===== config.mk =====
export PLATFORM = sky130hd
export DESIGN_NAME = scan_tap
export DESIGN_NICKNAME = d
export VERILOG_FILES = /design/src/rtl/scan_tap_pkg.sv /design/src/rtl/scan_tap_fsm.sv /design/src/rtl/scan_tap_ir.sv /design/src/rtl/scan_tap_dr.sv /design/src/rtl/scan_tap.sv
export SDC_FILE = /design/constraint.sdc
export NUM_CORES = 1
export LEC_CHECK = 0
export BUFFER_PORTS_ARGS = -buffer_cell sky130_fd_sc_hd__buf_2
export CORE_ASPECT_RATIO = 0.6
export CORE_MARGIN = 2
export CORE_UTILIZATION = 35
export CTS_CLUSTER_SIZE = 14
export DETAILED_ROUTE_END_ITERATION = 8
export PLACE_DENSITY_LB_ADDON = 0.1
export SYNTH_ARGS = -nofsm -noshare
export SYNTH_HDL_FRONTEND = slang
export SYNTH_SLANG_ARGS = --single-unit

===== constraint.sdc =====
create_clock -name tck -period 2.12 [get_ports tck]
set_clock_uncertainty 0.1 [all_clocks]
set_input_delay 0.106 -clock tck [delete_from_list [all_inputs] [get_ports tck]]
set_output_delay 0.106 -clock tck [all_outputs]
set_load 0.01 [all_outputs]

===== src/rtl/scan_tap_pkg.sv =====
package scan_tap_pkg;

  localparam int INSN_W = 3;

  typedef enum logic [3:0] {
    TS_RESET,
    TS_IDLE,
    TS_SEL_DR,
    TS_CAP_DR,
    TS_SHF_DR,
    TS_EX1_DR,
    TS_PAU_DR,
    TS_EX2_DR,
    TS_UPD_DR,
    TS_SEL_IR,
    TS_CAP_IR,
    TS_SHF_IR,
    TS_EX1_IR,
    TS_PAU_IR,
    TS_EX2_IR,
    TS_UPD_IR
  } tap_state_e;

  localparam logic [INSN_W-1:0] OP_EXTEST = 3'b000;
  localparam logic [INSN_W-1:0] OP_IDCODE = 3'b001;
  localparam logic [INSN_W-1:0] OP_SAMPLE = 3'b010;
  localparam logic [INSN_W-1:0] OP_BYPASS = 3'b111;

  localparam logic [INSN_W-1:0] IR_CAPTURE_PAT = 3'b001;

  typedef struct packed {
    logic extest;
    logic sample;
    logic idcode;
    logic bypass;
  } insn_sel_t;

  function automatic insn_sel_t decode_op(input logic [INSN_W-1:0] op);
    insn_sel_t s;
    s = '0;
    case (op)
      OP_EXTEST: s.extest = 1'b1;
      OP_SAMPLE: s.sample = 1'b1;
      OP_IDCODE: s.idcode = 1'b1;
      default:   s.bypass = 1'b1;
    endcase
    return s;
  endfunction

endpackage


===== src/rtl/scan_tap_fsm.sv =====
module scan_tap_fsm
  import scan_tap_pkg::*;
(
  input  logic       tck,
  input  logic       trst_n,
  input  logic       tms,
  output tap_state_e state
);

  tap_state_e nxt;

  always_comb begin
    nxt = state;
    case (state)
      TS_RESET:  nxt = tms ? TS_RESET  : TS_IDLE;
      TS_IDLE:   nxt = tms ? TS_SEL_DR : TS_IDLE;
      TS_SEL_DR: nxt = tms ? TS_SEL_IR : TS_CAP_DR;
      TS_CAP_DR: nxt = tms ? TS_EX1_DR : TS_SHF_DR;
      TS_SHF_DR: nxt = tms ? TS_EX1_DR : TS_SHF_DR;
      TS_EX1_DR: nxt = tms ? TS_UPD_DR : TS_PAU_DR;
      TS_PAU_DR: nxt = tms ? TS_EX2_DR : TS_PAU_DR;
      TS_EX2_DR: nxt = tms ? TS_UPD_DR : TS_SHF_DR;
      TS_UPD_DR: nxt = tms ? TS_SEL_DR : TS_IDLE;
      TS_SEL_IR: nxt = tms ? TS_RESET  : TS_CAP_IR;
      TS_CAP_IR: nxt = tms ? TS_EX1_IR : TS_SHF_IR;
      TS_SHF_IR: nxt = tms ? TS_EX1_IR : TS_SHF_IR;
      TS_EX1_IR: nxt = tms ? TS_UPD_IR : TS_PAU_IR;
      TS_PAU_IR: nxt = tms ? TS_EX2_IR : TS_PAU_IR;
      TS_EX2_IR: nxt = tms ? TS_UPD_IR : TS_SHF_IR;
      TS_UPD_IR: nxt = tms ? TS_SEL_DR : TS_IDLE;
      default:   nxt = TS_RESET;
    endcase
  end

  always_ff @(posedge tck) begin
    if (!trst_n) state <= TS_RESET;
    else         state <= nxt;
  end


  reset_hold_chk: assert property (@(posedge tck) disable iff (!trst_n)
    (state == TS_RESET && tms) |=> (state == TS_RESET));


  shift_dr_exit_chk: assert property (@(posedge tck) disable iff (!trst_n)
    (state == TS_SHF_DR && tms) |=> (state == TS_EX1_DR));

endmodule


===== src/rtl/scan_tap_ir.sv =====
module scan_tap_ir
  import scan_tap_pkg::*;
(
  input  logic       tck,
  input  logic       trst_n,
  input  tap_state_e state,
  input  logic       tdi,
  output logic       ir_lsb,
  output insn_sel_t  sel
);

  logic [INSN_W-1:0] shf_q;

  always_ff @(posedge tck) begin
    if (!trst_n) begin
      shf_q <= IR_CAPTURE_PAT;
    end else if (state == TS_CAP_IR) begin
      shf_q <= IR_CAPTURE_PAT;
    end else if (state == TS_SHF_IR) begin
      shf_q <= {tdi, shf_q[INSN_W-1:1]};
    end
  end

  // the decoded select is latched, so every select line is a flop output
  always_ff @(posedge tck) begin
    if (!trst_n || state == TS_RESET) sel <= decode_op(OP_IDCODE);
    else if (state == TS_UPD_IR)      sel <= decode_op(shf_q);
  end

  assign ir_lsb = shf_q[0];


  insn_hold_chk: assert property (@(posedge tck) disable iff (!trst_n)
    (state != TS_UPD_IR && state != TS_RESET) |=> $stable(sel));


  insn_onehot_chk: assert property (@(posedge tck) disable iff (!trst_n)
    $countones(sel) == 1);


  ir_capture_chk: assert property (@(posedge tck) disable iff (!trst_n)
    (state == TS_CAP_IR) |=> (shf_q == IR_CAPTURE_PAT));

endmodule


===== src/rtl/scan_tap_dr.sv =====
module scan_tap_dr
  import scan_tap_pkg::*;
#(
  parameter int          BSR_LEN  = 8,
  parameter logic [31:0] ID_VALUE = 32'h1A2B_3C4D
) (
  input  logic               tck,
  input  logic               trst_n,
  input  tap_state_e         state,
  input  insn_sel_t          sel,
  input  logic               tdi,
  input  logic [BSR_LEN-1:0] pins_in,
  output logic               dr_lsb,
  output logic [BSR_LEN-1:0] pins_out
);

  localparam int ID_W = 32;

  logic                cap, shf, upd, bsr_en;
  logic                byp_q;
  logic [ID_W-1:0]     id_q;
  logic [BSR_LEN-1:0]  bsr_q;
  logic [BSR_LEN:0]    bsr_ext;

  assign cap    = (state == TS_CAP_DR);
  assign shf    = (state == TS_SHF_DR);
  assign upd    = (state == TS_UPD_DR);
  assign bsr_en = sel.extest | sel.sample;

  always_ff @(posedge tck) begin
    if (!trst_n)                  byp_q <= 1'b0;
    else if (cap && sel.bypass)   byp_q <= 1'b0;
    else if (shf && sel.bypass)   byp_q <= tdi;
  end

  always_ff @(posedge tck) begin
    if (!trst_n)                  id_q <= ID_VALUE;
    else if (cap && sel.idcode)   id_q <= ID_VALUE;
    else if (shf && sel.idcode)   id_q <= {tdi, id_q[ID_W-1:1]};
  end

  assign bsr_ext = {tdi, bsr_q};

  for (genvar g = 0; g < BSR_LEN; g++) begin : g_cell
    always_ff @(posedge tck) begin
      if (!trst_n)               bsr_q[g] <= 1'b0;
      else if (cap && bsr_en)    bsr_q[g] <= pins_in[g];
      else if (shf && bsr_en)    bsr_q[g] <= bsr_ext[g+1];
    end

    always_ff @(posedge tck) begin
      if (!trst_n)               pins_out[g] <= 1'b0;
      else if (upd && bsr_en)    pins_out[g] <= bsr_q[g];
    end
  end

  always_comb begin
    if (sel.idcode)   dr_lsb = id_q[0];
    else if (bsr_en)  dr_lsb = bsr_q[0];
    else              dr_lsb = byp_q;
  end


  upd_hold_chk: assert property (@(posedge tck) disable iff (!trst_n)
    !(upd && bsr_en) |=> $stable(pins_out));


  bypass_zero_chk: assert property (@(posedge tck) disable iff (!trst_n)
    (cap && sel.bypass) |=> !byp_q);


  id_capture_chk: assert property (@(posedge tck) disable iff (!trst_n)
    (cap && sel.idcode) |=> (id_q == ID_VALUE));

endmodule


===== src/rtl/scan_tap.sv =====
module scan_tap
  import scan_tap_pkg::*;
#(
  parameter int          BSR_LEN  = 8,
  parameter logic [31:0] ID_VALUE = 32'h1A2B_3C4D
) (
  input  logic               tck,
  input  logic               trst_n,
  input  logic               tms,
  input  logic               tdi,
  input  logic [BSR_LEN-1:0] pins_in,
  output logic               tdo,
  output logic               tdo_oe,
  output logic [BSR_LEN-1:0] pins_out,
  output logic               core_isolate
);

  tap_state_e state;
  insn_sel_t  sel;
  logic       ir_lsb, dr_lsb;

  scan_tap_fsm u_fsm (
    .tck    (tck),
    .trst_n (trst_n),
    .tms    (tms),
    .state  (state)
  );

  scan_tap_ir u_ir (
    .tck    (tck),
    .trst_n (trst_n),
    .state  (state),
    .tdi    (tdi),
    .ir_lsb (ir_lsb),
    .sel    (sel)
  );

  scan_tap_dr #(
    .BSR_LEN  (BSR_LEN),
    .ID_VALUE (ID_VALUE)
  ) u_dr (
    .tck      (tck),
    .trst_n   (trst_n),
    .state    (state),
    .sel      (sel),
    .tdi      (tdi),
    .pins_in  (pins_in),
    .dr_lsb   (dr_lsb),
    .pins_out (pins_out)
  );

  always_ff @(negedge tck) begin
    if (!trst_n) begin
      tdo    <= 1'b0;
      tdo_oe <= 1'b0;
    end else begin
      tdo_oe <= (state == TS_SHF_IR) || (state == TS_SHF_DR);
      if (state == TS_SHF_IR)      tdo <= ir_lsb;
      else if (state == TS_SHF_DR) tdo <= dr_lsb;
    end
  end

  assign core_isolate = sel.extest;


  oe_shift_only_chk: assert property (@(posedge tck) disable iff (!trst_n)
    tdo_oe == ((state == TS_SHF_IR) || (state == TS_SHF_DR)));


  reset_idcode_chk: assert property (@(posedge tck) disable iff (!trst_n)
    (state == TS_RESET) |=> sel.idcode);

endmodule


After elaboration in Yosys (flattened, before gate mapping)
Index checks and enable logic that the tools add are counted.

Bits in registers: 62. Bits of input ports: 12. Output and inout bits: 11. Word-level logic and storage cells: 103.

Eq/ne operators: 17. Muxes and demuxes: 37. Bitwise logic cells: 2. Reduce and logical (&&, ||, !) cells: 21.

Operators by type and width (count): $pmux 4 s12 (1); $eq 4x4->1 const B (8); $mux 1 (27); $eq 4x3->1 const B (4); $mux 4 (4); $reduce_or 2->1 (5); $eq 4x2->1 const B (2); $logic_and 1x1->1 (7); $mux 2 (3); $mux 3 (2); $reduce_or 3->1 (2); $eq 4x1->1 const B (1); $logic_not 4->1 (1); $reduce_bool 2->1 (2); $eq 3x1->1 const B (1); $eq 3x2->1 const B (1); $logic_not 3->1 (1); $logic_or 1x1->1 (2); $logic_not 1->1 (1); $not 1->1 (1); $or 1x1->1 (1).

Depth between registers and ports, before layout
Gate-level depths: netlist of run 1.

Word-level depth: 5. Gate-level depth with buffers: 7. Depth with buffers taken out: 4.

Hierarchy
From an unflattened synthesis of run 1, not the netlist that was laid out.

Cells, all modules: 299. Area total of the unflattened synthesis: 2645.0 µm².

Modules (own cells, without submodules): scan_tap_dr (instances 1, cells each 219, area an instance 1924.3 µm², sequential area each 980.9 µm²); scan_tap_fsm (instances 1, cells each 38, area an instance 315.3 µm², sequential area each 80.1 µm²); scan_tap_ir (instances 1, cells each 31, area an instance 306.5 µm², sequential area each 140.1 µm²); scan_tap (instances 1, cells each 11, area an instance 98.8 µm², sequential area each 40.0 µm²).

==> results of run 1 <==
[what timing repair did]
action                                  in CTS  in global routing
endpoints found under the hold margin        3                  0
setup buffers                                1                  1
gates resized for setup                      2                  2
pin swaps                                    2                  1
endpoints found under the setup margin       3                  4
hold buffers                                 3                  0
[registers in the layout (all words and copies together) (netlist names)]
name           count
u_ir.sel           4
u_ir.shf_q         3
u_dr.bsr_ext       8
tdo_oe             1
tdo                1
u_dr.pins_out      8
u_dr.byp_q         1
u_dr.id_q         32
u_fsm.state        4
[area by class of cell]
type	count	area (µm²)	share of cell area, %
clock inverter	4	16.3	0.509
sequential	62	1250	39.0
multi-input combinational	217	1160	36.2
clock buffer	14	317	9.90
tap	87	109	3.41
timing repair buffer	51	335	10.5
inverter	4	15.0	0.470
[cells in the final DEF, fill, tap and decap left out, drive strengths merged, types with 2 or more instances in the layout]
cell         Yosys  routed
nor4             2       2
or3b             2       2
nand3           18      18
and2             2       2
or4b             2       2
o21ai           11      11
nor4b            3       3
mux2i            8       8
buf             10      48
a31oi            3       3
nor2            20      20
o22ai           17      17
dlygate4sd3      0       3
a21oi           30      30
inv              5       7
nand2           81      81
clkbuf          12      14
nand3b           2       2
dfxtp           62      62
[how the worst max path moves through the flow]
stage                       endpoint  slack, ns                      start  cells after the start
floorplan           tdo$_SDFFE_NN0P_      -0.25  u_fsm.state[0]$_SDFF_PN0_                      5
global placement    tdo$_SDFFE_NN0P_      -0.20   u_ir.sel[2]$_SDFFE_PP0N_                      4
detailed placement  tdo$_SDFFE_NN0P_      -0.23  u_fsm.state[1]$_SDFF_PN0_                      4
CTS                 tdo$_SDFFE_NN0P_      -0.16  u_fsm.state[3]$_SDFF_PN0_                      4
global route        tdo$_SDFFE_NN0P_      -0.20  u_fsm.state[1]$_SDFF_PN0_                      4
finish              tdo$_SDFFE_NN0P_      -0.15  u_fsm.state[0]$_SDFF_PN0_                      4
[power by group through the flow]
stage               sequential, W    clock, W  combinational, W
finish                    0.00120     0.00154          0.000164
global route              0.00120     0.00162          0.000184
CTS                       0.00120     0.00157          0.000164
detailed placement        0.00123  0.00000886          0.000158
global placement          0.00122  0.00000886          0.000160
floorplan                 0.00122  0.00000886          0.000110
[layer usage]
metal,wire length (µm),GRT usage [%],up-vias
met2,2240,20.0,43
met5,0,0,-
met1,3270,23.7,997
li1,-,-,1147
met4,69,5.15,0
met3,301,6.12,7
[critical path: cells and delay by family, from the launching register on]
kind	cells	cell delay (ns)
AO/OA/AOI/OAI	3	0.41
flip-flops	1	0.42
AND/OR/NAND/NOR	1	0.29
[cell usage after synthesis (all sizes together) (2+ instances only)]
cell | number | area [µm²]
nor4 | 2 | 12.5
nand3b | 2 | 15.0
inv | 5 | 18.8
buf | 10 | 51.3
mux2i | 8 | 80.1
a31oi | 3 | 18.8
o22ai | 17 | 106
nor2 | 20 | 75.1
nand3 | 18 | 90.1
o21ai | 11 | 55.1
a21oi | 30 | 150
and2 | 2 | 12.5
dfxtp | 62 | 1240
nor4b | 3 | 32.5
or3b | 2 | 20.0
clkbuf | 12 | 45.0
or4b | 2 | 20.0
nand2 | 81 | 307
[cell families after synthesis]
logic type / count (synthesis)
and+or+nand+nor: 138
AOI/OAI and AO/OA: 71
DFF: 62
buffers and inverters: 27
muxes: 8
[through the flow]
stage | setup TNS (ns) | setup WS (ns)
3_5_place_dp | -0.309 | -0.231
3_3_place_gp | -0.230 | -0.203
6_report | -0.187 | -0.155
4_1_cts | -0.207 | -0.163
5_1_grt | -0.327 | -0.204
2_1_floorplan | -0.248 | -0.248
==> flow_summary_export.csv, run 1 <==
group,metric,value,unit
sta,tightest_slew,0.326,ns
drt,drc,4,
die,core,6790,µm²
global_route,grt_pass1_vias,1984,
worst_setup_path,slowest_delay,0.42,ns
worst_setup_path,setup.worst_path.end_class,"flip-flop",
status,violations,"DRC, setup timing",
final_layout,nNetsFinal,359,
final_layout,fill_cells,681,
clocking,clock_latency,0.32,ns
global_route,grt_pass1_wl,9720,µm
drt,detail-route-antenna-nets,0,
worst_setup_path,r2r_slack,-0.15,ns
power_and_ir_drop,power,0.00290,W
power_and_ir_drop,power_frac_comb,5.7,%
logic_synthesis,yosysWarnings,0,
place,routabilityCongestion,0.801,
drt,routed_wl,5880,µm
global_route,overflow,0,
die,std_cell_rows,23,
logic_synthesis,syn_area,2500,µm²
worst_hold_path,worstHoldPathType,"in2reg",
worst_setup_path,critPathKind,"reg2reg",
final_layout,antenna_cells,0,
final_layout,fin_cells,439,
final_layout,final_area,3200,µm²
clocking,cts-buffers-inserted,9,
final_layout,finalCoreUtilization,47.1,%
clocking,cts_sinks,62,
logic_synthesis,synthArstFlopShare,0,%
logic_synthesis,synth_top_family_by_area,"simple AND/OR/NAND/NOR gates",
worst_hold_path,whs_endpoint,"u_dr.bsr_ext[2]$_SDFFE_PN0P_",
logic_synthesis,synthAdderAreaFrac,0,%
power_and_ir_drop,clkPwrFrac,52.9,%
status,status,"complete, but fails checks",
clocking,clockRootBuffer,"clkbuf_16",
power_and_ir_drop,switching_share,21.4,%
place,dp_hpwl,3870,µm
worst_setup_path,reg2reg_depth,4,
logic_synthesis,synth-simple-area-share,25.5,%
power_and_ir_drop,ir_worst_vdd,0.317,mV
worst_hold_path,hp-start,"pins_in[2]",
logic_synthesis,synth_edf_count,0,
sta,rsz0062_at_grt,"true",
drt,vias,2194,
worst_setup_path,worstPathArrival,1.44,ns
sta,max_slew_margin,78.3,%
drt,drt_first_pass_iters,6,
worst_setup_path,r2r_start,"u_fsm.state[0]$_SDFF_PN0_",
logic_synthesis,netlist_instances,306,
die,die_area,7850,µm²
logic_synthesis,synthesis.nets,318,
run,cap_viol_max_count,0,
global_route,antenna_found_initial,0,
logic_synthesis,yosysUniqueCellTypes,40,
sta,drv_slew,0,
drt,drt_first_iter_violations,124,
worst_setup_path,critPathMaxFanout,4,
sta,finalHoldViolations,0,
sta,worst_slack,-0.155,ns
die,die-height,69.4,µm
logic_synthesis,synth_xor_xnor_area_share,0,%
die,ios,23,
clocking,cts.clk_slew.worst_paths,0.05,ns
worst_setup_path,crit_path_start_kind,"flip-flop",
power_and_ir_drop,seq_power_share,41.4,%
worst_setup_path,cp_cell_sequence,"and4b_1, a21oi_1, a31oi_1, o21a_1",
power_and_ir_drop,power.density,908,nW/µm²
die,initial_core_util,36.8,%
power_and_ir_drop,p_leak,1.33,nW
clocking,clock_path_buffers,2,
global_route,grt_max_degree,33,
logic_synthesis,synthMuxAreaShare,3.21,%
global_route,grt_usage,15.7,%
worst_setup_path,required,1.29,ns
logic_synthesis,ys.flop_type,"dfxtp_1",
logic_synthesis,synth-compound-area-share,17.0,%
worst_hold_path,whs_path_depth,3,
worst_setup_path,reg2reg_to,"tdo$_SDFFE_NN0P_",
drt,via_per_inst,5.00,
power_and_ir_drop,switching_power,0.000620,W
place,portBuffers,22,
final_layout,drive_gt1_share,21.6,%
worst_setup_path,critical_path.slowest_cell,"dfxtp_1",
logic_synthesis,ys_ff_latch,62,
place,placed_cell_area,2820,µm²
sta,hold_slack,0.0102,ns
power_and_ir_drop,p_int,0.00228,W
clocking,htree_levels,3,
place,dp.cells,417,
logic_synthesis,avgSynthCellArea,8.16,µm²
sta,setup-violations-final,3,
logic_synthesis,seq_area_frac_synth,49.7,%
final_layout,syn_to_final_growth,28.0,%
drt,avgRoutedWirePerCell,13.4,µm
clocking,cts_tree,"yes",
die,die_w,113,µm
(Power assumes the default switching activity.)
==> run 2: changes to the inputs <==
CORE_UTILIZATION = 55   (was 35)
==> flow_summary_export.csv, run 2 (synthesized netlist as in run 1, its figures left out) <==
group,metric,value,unit
sta,setup-violations-final,3,
clocking,clock_path_buffers,2,
final_layout,syn_to_final_growth,24.5,%
die,std_cell_rows,18,
drt,drt_first_iter_violations,113,
status,status,"complete, but fails checks",
clocking,cts_tree,"yes",
worst_hold_path,worstHoldPathType,"in2reg",
worst_setup_path,r2r_start,"u_fsm.state[0]$_SDFF_PN0_",
final_layout,top_register,"u_dr.id_q",
global_route,grt_use_met1,32.9,%
clocking,clockRootBuffer,"clkbuf_8",
sta,finalHoldViolations,0,
sta,rsz0062_at_grt,"true",
worst_setup_path,critical_path.slowest_cell,"dfxtp_2",
worst_setup_path,critPathKind,"reg2reg",
die,core,4230,µm²
worst_setup_path,critPathMaxFanout,3,
place,dp_hpwl,3480,µm
final_layout,fill_cells,349,
status,violations,"setup timing",
die,die_area,5110,µm²
clocking,htree_levels,3,
worst_setup_path,setup.worst_path.end_class,"flip-flop",
final_layout,nNetsFinal,363,
clocking,cts_sinks,62,
worst_hold_path,whs_endpoint,"u_ir.shf_q[0]$_SDFFE_PP1P_",
final_layout,mostFrequentLayoutCell,"nand2_1",
worst_hold_path,hp-start,"trst_n",
worst_setup_path,r2r_slack,-0.16,ns
global_route,met3_usage,8.40,%
place,routabilityCongestion,0.809,
power_and_ir_drop,p_leak,1.29,nW
final_layout,largest_register_ffs,32,
worst_setup_path,cp_cell_sequence,"nor4b_4, nor2_1, and2_1, o21a_1",
drt,routed_wl,5540,µm
global_route,overflow,0,
worst_setup_path,worstPathArrival,1.40,ns
place,portBuffers,22,
worst_setup_path,reg2reg_to,"tdo$_SDFFE_NN0P_",
sta,hold_slack,0.0746,ns
global_route,grt_pass1_wl,9110,µm
worst_setup_path,crit_buf_inv,0,
drt,vias,2230,
power_and_ir_drop,power.density,826,nW/µm²
global_route,grt-busiest-layer,"met1",
sta,tightest_slew,0.565,ns
power_and_ir_drop,power,0.00257,W
worst_setup_path,cp_top_family,"simple AND/OR/NAND/NOR gates",
die,die_w,91.0,µm
die,ios,23,
drt,drt_first_pass_iters,5,
drt,avgRoutedWirePerCell,13.3,µm
clocking,cts.clk_slew.worst_paths,0.07,ns
sta,worst_slack,-0.164,ns
worst_hold_path,whs_path_depth,3,
worst_setup_path,crit_path_start_kind,"flip-flop",
final_layout,drive_gt1_share,21.1,%
sta,drv_slew,0,
global_route,grt_usage,22.9,%
die,initial_core_util,59.0,%
global_route,antenna_found_initial,0,
power_and_ir_drop,ir_worst_vdd,0.655,mV
final_layout,mostFrequentLayoutCells,"80 x nand2_1, 56 x dfxtp_1, 30 x a21oi_1",
drt,drc,0,
worst_setup_path,reg2reg_depth,4,
drt,via_per_inst,5.36,
sta,max_slew_margin,62.2,%
drt,detail-route-antenna-nets,0,
clocking,cts-buffers-inserted,9,
global_route,grt_util_met2,31.5,%
global_route,grt_max_degree,33,
clocking,clock_latency,0.35,ns
worst_setup_path,slowest_delay,0.35,ns
final_layout,antenna_cells,0,
global_route,grt_pass1_vias,1958,
worst_setup_path,required,1.24,ns
run,cap_viol_max_count,0,
die,die-height,56.2,µm
-- run 2: cell types whose count changed in the layout (fill, tap and decap cells not counted), moves of 2 or more --
cell           previous run  this run
clkbuf_16                11         0
inv_6                     0         2
dlygate4sd3_1             3         9
clkbuf_8                  3         9
bufinv_16                 0         2
buf_4                    26        24
-- run 2: where the power goes --
part           switching, W  internal (W)  leakage [nW]  total [W]
Sequential        0.0000141       0.00119         0.504    0.00120
Clock              0.000517      0.000684         0.123    0.00120
Combinational     0.0000985     0.0000717         0.663   0.000170
-- run 2: stage by stage --
step                utilization [%]  instances  worst slack (ns)  TNS [ns]  cell area (µm²)
floorplan                         -        306            -0.248    -0.248             2530
finish                         73.5        416            -0.164    -0.222             3110
global placement               65.2        387            -0.189    -0.210             2760
CTS                            73.3        415            -0.149    -0.194             3100
global route                   73.5        416            -0.189    -0.306             3110
detailed placement             65.2        387            -0.222    -0.264             2760
-- run 2: how the worst max path moves through the flow --
stage / endpoint / startpoint / slack, ns / depth (start not counted)
2_1_floorplan: tdo$_SDFFE_NN0P_ / u_fsm.state[0]$_SDFF_PN0_ / -0.25 / 5
6_report: tdo$_SDFFE_NN0P_ / u_fsm.state[0]$_SDFF_PN0_ / -0.16 / 4
3_5_place_dp: tdo$_SDFFE_NN0P_ / u_ir.sel[2]$_SDFFE_PP0N_ / -0.22 / 4
3_3_place_gp: tdo$_SDFFE_NN0P_ / u_ir.sel[2]$_SDFFE_PP0N_ / -0.19 / 4
5_1_grt: tdo$_SDFFE_NN0P_ / u_fsm.state[0]$_SDFF_PN0_ / -0.19 / 4
4_1_cts: tdo$_SDFFE_NN0P_ / u_fsm.state[3]$_SDFF_PN0_ / -0.15 / 4
-- run 2: metal layers --
metal	part of all wire [%]	wire [µm]
met1	52	2860
met2	41	2270
met3	6.9	380
met4	0.72	40
met5	0	0
-- run 2: timing repair --
| action | CTS | global route |
|---|---|---|
| gates resized for setup | 3 | 1 |
| hold buffers | 9 | 0 |
| buffers inserted | 3 | 1 |
| endpoints found under the setup margin | 3 | 4 |
| hold endpoints to repair | 10 | 0 |
| pin swaps | 5 | 1 |
-- run 2: tightest hold or removal path: cells and delay by family --
kind / cells / cell delay [ns]
buffers and inverters: 2 / 0.30
AO/OA/AOI/OAI: 1 / 0.07
-- run 2: area by class of cell --
| cell class | instances | area, µm² | share of cell area, % |
|---|---|---|---|
| Clock inverter | 9 | 113 | 3.62 |
| Timing Repair Buffer | 55 | 380 | 12.2 |
| Clock buffer | 9 | 124 | 3.98 |
| Sequential cell | 62 | 1250 | 40.1 |
| Tap cell | 60 | 75.1 | 2.41 |
| Multi-Input combinational cell | 217 | 1150 | 37.1 |
| Inverter | 4 | 15.0 | 0.483 |
==> run 3: changes to the inputs <==
BUFFER_PORTS_ARGS = not set   (was -buffer_cell sky130_fd_sc_hd__buf_2)
DONT_BUFFER_PORTS = 1   (was not set)
HOLD_SLACK_MARGIN = 0.02   (was not set)
SLEW_MARGIN = 5   (was not set)
==> flow_summary_export.csv, run 3 (synthesized netlist as in run 1, its figures left out) <==
group,metric,value,unit
sta,tightest_slew,0.605,ns
die,ios,23,
clocking,clockRootBuffer,"clkbuf_8",
drt,detail-route-antenna-nets,0,
worst_hold_path,hp-start,"tms",
worst_setup_path,r2r_slack,-0.15,ns
worst_setup_path,r2r_start,"u_fsm.state[3]$_SDFF_PN0_",
die,die_area,5110,µm²
die,core,4230,µm²
clocking,cts-buffers-inserted,9,
final_layout,syn_to_final_growth,21.8,%
final_layout,nNetsFinal,340,
place,dp_hpwl,3470,µm
sta,setup-violations-final,1,
final_layout,antenna_cells,0,
worst_setup_path,worstPathArrival,1.44,ns
drt,avgRoutedWirePerCell,14.6,µm
worst_setup_path,setup.worst_path.end,"tdo$_SDFFE_NN0P_",
status,status,"complete, but fails checks",
sta,max_slew_margin,59.5,%
drt,drt_first_pass_iters,4,
worst_setup_path,slowest_delay,0.34,ns
clocking,cts_tree,"yes",
final_layout,drive_gt1_share,15.3,%
power_and_ir_drop,p_leak,1.20,nW
clocking,cts_sinks,62,
worst_setup_path,setup.worst_path.end_class,"flip-flop",
sta,finalHoldViolations,0,
final_layout,largest_register_ffs,32,
clocking,cts.clk_slew.worst_paths,0.06,ns
die,std_cell_rows,18,
global_route,grt_pass1_wl,9470,µm
global_route,grt_max_degree,33,
drt,routed_wl,5750,µm
clocking,htree_levels,3,
final_layout,final_area,3040,µm²
final_layout,fin_cells,393,
sta,drv_slew,0,
sta,rsz0062_at_grt,"true",
drt,drt_first_iter_violations,122,
worst_setup_path,cp_cell_sequence,"nor4b_4, buf_4, a21oi_2, a31oi_1, o21a_1",
worst_setup_path,reg2reg_to,"tdo$_SDFFE_NN0P_",
clocking,clock_path_buffers,2,
final_layout,mostFrequentLayoutCells,"80 x nand2_1, 56 x dfxtp_1, 29 x a21oi_1",
sta,worst_slack,-0.146,ns
worst_setup_path,crit_path_start,"u_fsm.state[3]$_SDFF_PN0_",
drt,drc,0,
place,dp.cells,364,
worst_setup_path,crit_path_start_kind,"flip-flop",
worst_setup_path,critPathMaxFanout,3,
worst_hold_path,worstHoldPathType,"in2reg",
worst_setup_path,required,1.29,ns
power_and_ir_drop,ir_worst_vdd,0.499,mV
final_layout,mostFrequentLayoutCell,"nand2_1",
sta,setup_tns,-0.146,ns
drt,via_per_inst,5.56,
global_route,antenna_found_initial,0,
drt,vias,2185,
die,die-height,56.2,µm
die,die_w,91.0,µm
worst_setup_path,critPathKind,"reg2reg",
place,placed_cell_area,2650,µm²
final_layout,top_register,"u_dr.id_q",
place,portBuffers,0,
status,violations,"setup timing",
clocking,clock_latency,0.34,ns
sta,hold_slack,0.0982,ns
run,cap_viol_max_count,0,
worst_setup_path,critical_path.slowest_cell,"dfxtp_2",
die,initial_core_util,59.0,%
worst_setup_path,reg2reg_depth,5,
place,routabilityCongestion,0.806,
global_route,grt_pass1_vias,1979,
power_and_ir_drop,power.density,871,nW/µm²
global_route,grt_usage,23.9,%
global_route,overflow,0,
## run 3: cell count changes in the layout (fill, tap and decap cells not counted), sizes merged
cell	delta
inv	-3
dlygate4sd3	+2
clkbuf	+2
clkinv	+1
buf	-25
## run 3: per-layer routing
metal | vias to the layer above | routed length [µm] | track usage (%)
met5 | - | 0 | 0
met4 | 0 | 108 | 11.0
met3 | 12 | 387 | 8.13
met2 | 73 | 2440 | 33.4
met1 | 996 | 2820 | 33.2
li1 | 1104 | - | -
## run 3: worst min-delay path by stage
stage                                            end  slack (ns)  depth (start not counted)
final                      u_fsm.state[1]$_SDFF_PN0_         0.1                          4
after global routing       u_fsm.state[1]$_SDFF_PN0_        0.11                          4
after CTS                  u_fsm.state[1]$_SDFF_PN0_        0.09                          4
after detailed placement  u_ir.shf_q[0]$_SDFFE_PP1P_        0.09                          1
after global placement    u_ir.shf_q[0]$_SDFFE_PP1P_        0.09                          1
after floorplan            u_fsm.state[2]$_SDFF_PN0_        0.11                          1
## run 3: power breakdown
group	leakage [nW]	switching [W]	internal [W]	total, W
Clock	0.137	0.000477	0.000810	0.00129
Combinational	0.559	0.0000958	0.0000656	0.000161
Sequential	0.504	0.0000151	0.00119	0.00120
## run 3: worst max-delay path: cells and delay by family (launching register included)
kind / cells / cell delay, ns
compound gates: 3 / 0.32
buf+inv: 1 / 0.16
flops: 1 / 0.34
simple gates: 1 / 0.28
## run 3: final cells by class
cell class / count / area [µm²]
clock buffer: 11 / 174
tap: 60 / 75.1
timing repair buffer: 32 / 280
sequential: 62 / 1250
clock inverter: 7 / 90.1
multi-input combinational: 217 / 1160
fill: 352 / 1190
inverter: 4 / 15.0
## run 3: per-stage QoR
step	util, %	setup WS (ns)	power, W
global placement	62.7	-0.193	0.00137
detailed placement	62.7	-0.199	0.00137
finish	71.8	-0.146	0.00265
global route	71.8	-0.232	0.00274
floorplan	-	-0.248	0.00134
CTS	71.8	-0.122	0.00267
## run 3: repair_timing
| action | 4_1_cts | 5_1_grt |
|---|---|---|
| endpoints found under the setup margin | 2 | 2 |
| buffers inserted | 1 | 0 |
| cloned | 0 | 0 |
| hold buffers | 11 | 0 |
| endpoints found under the hold margin | 38 | 0 |
| resized for setup | 5 | 0 |
| pin swaps | 4 | 0 |
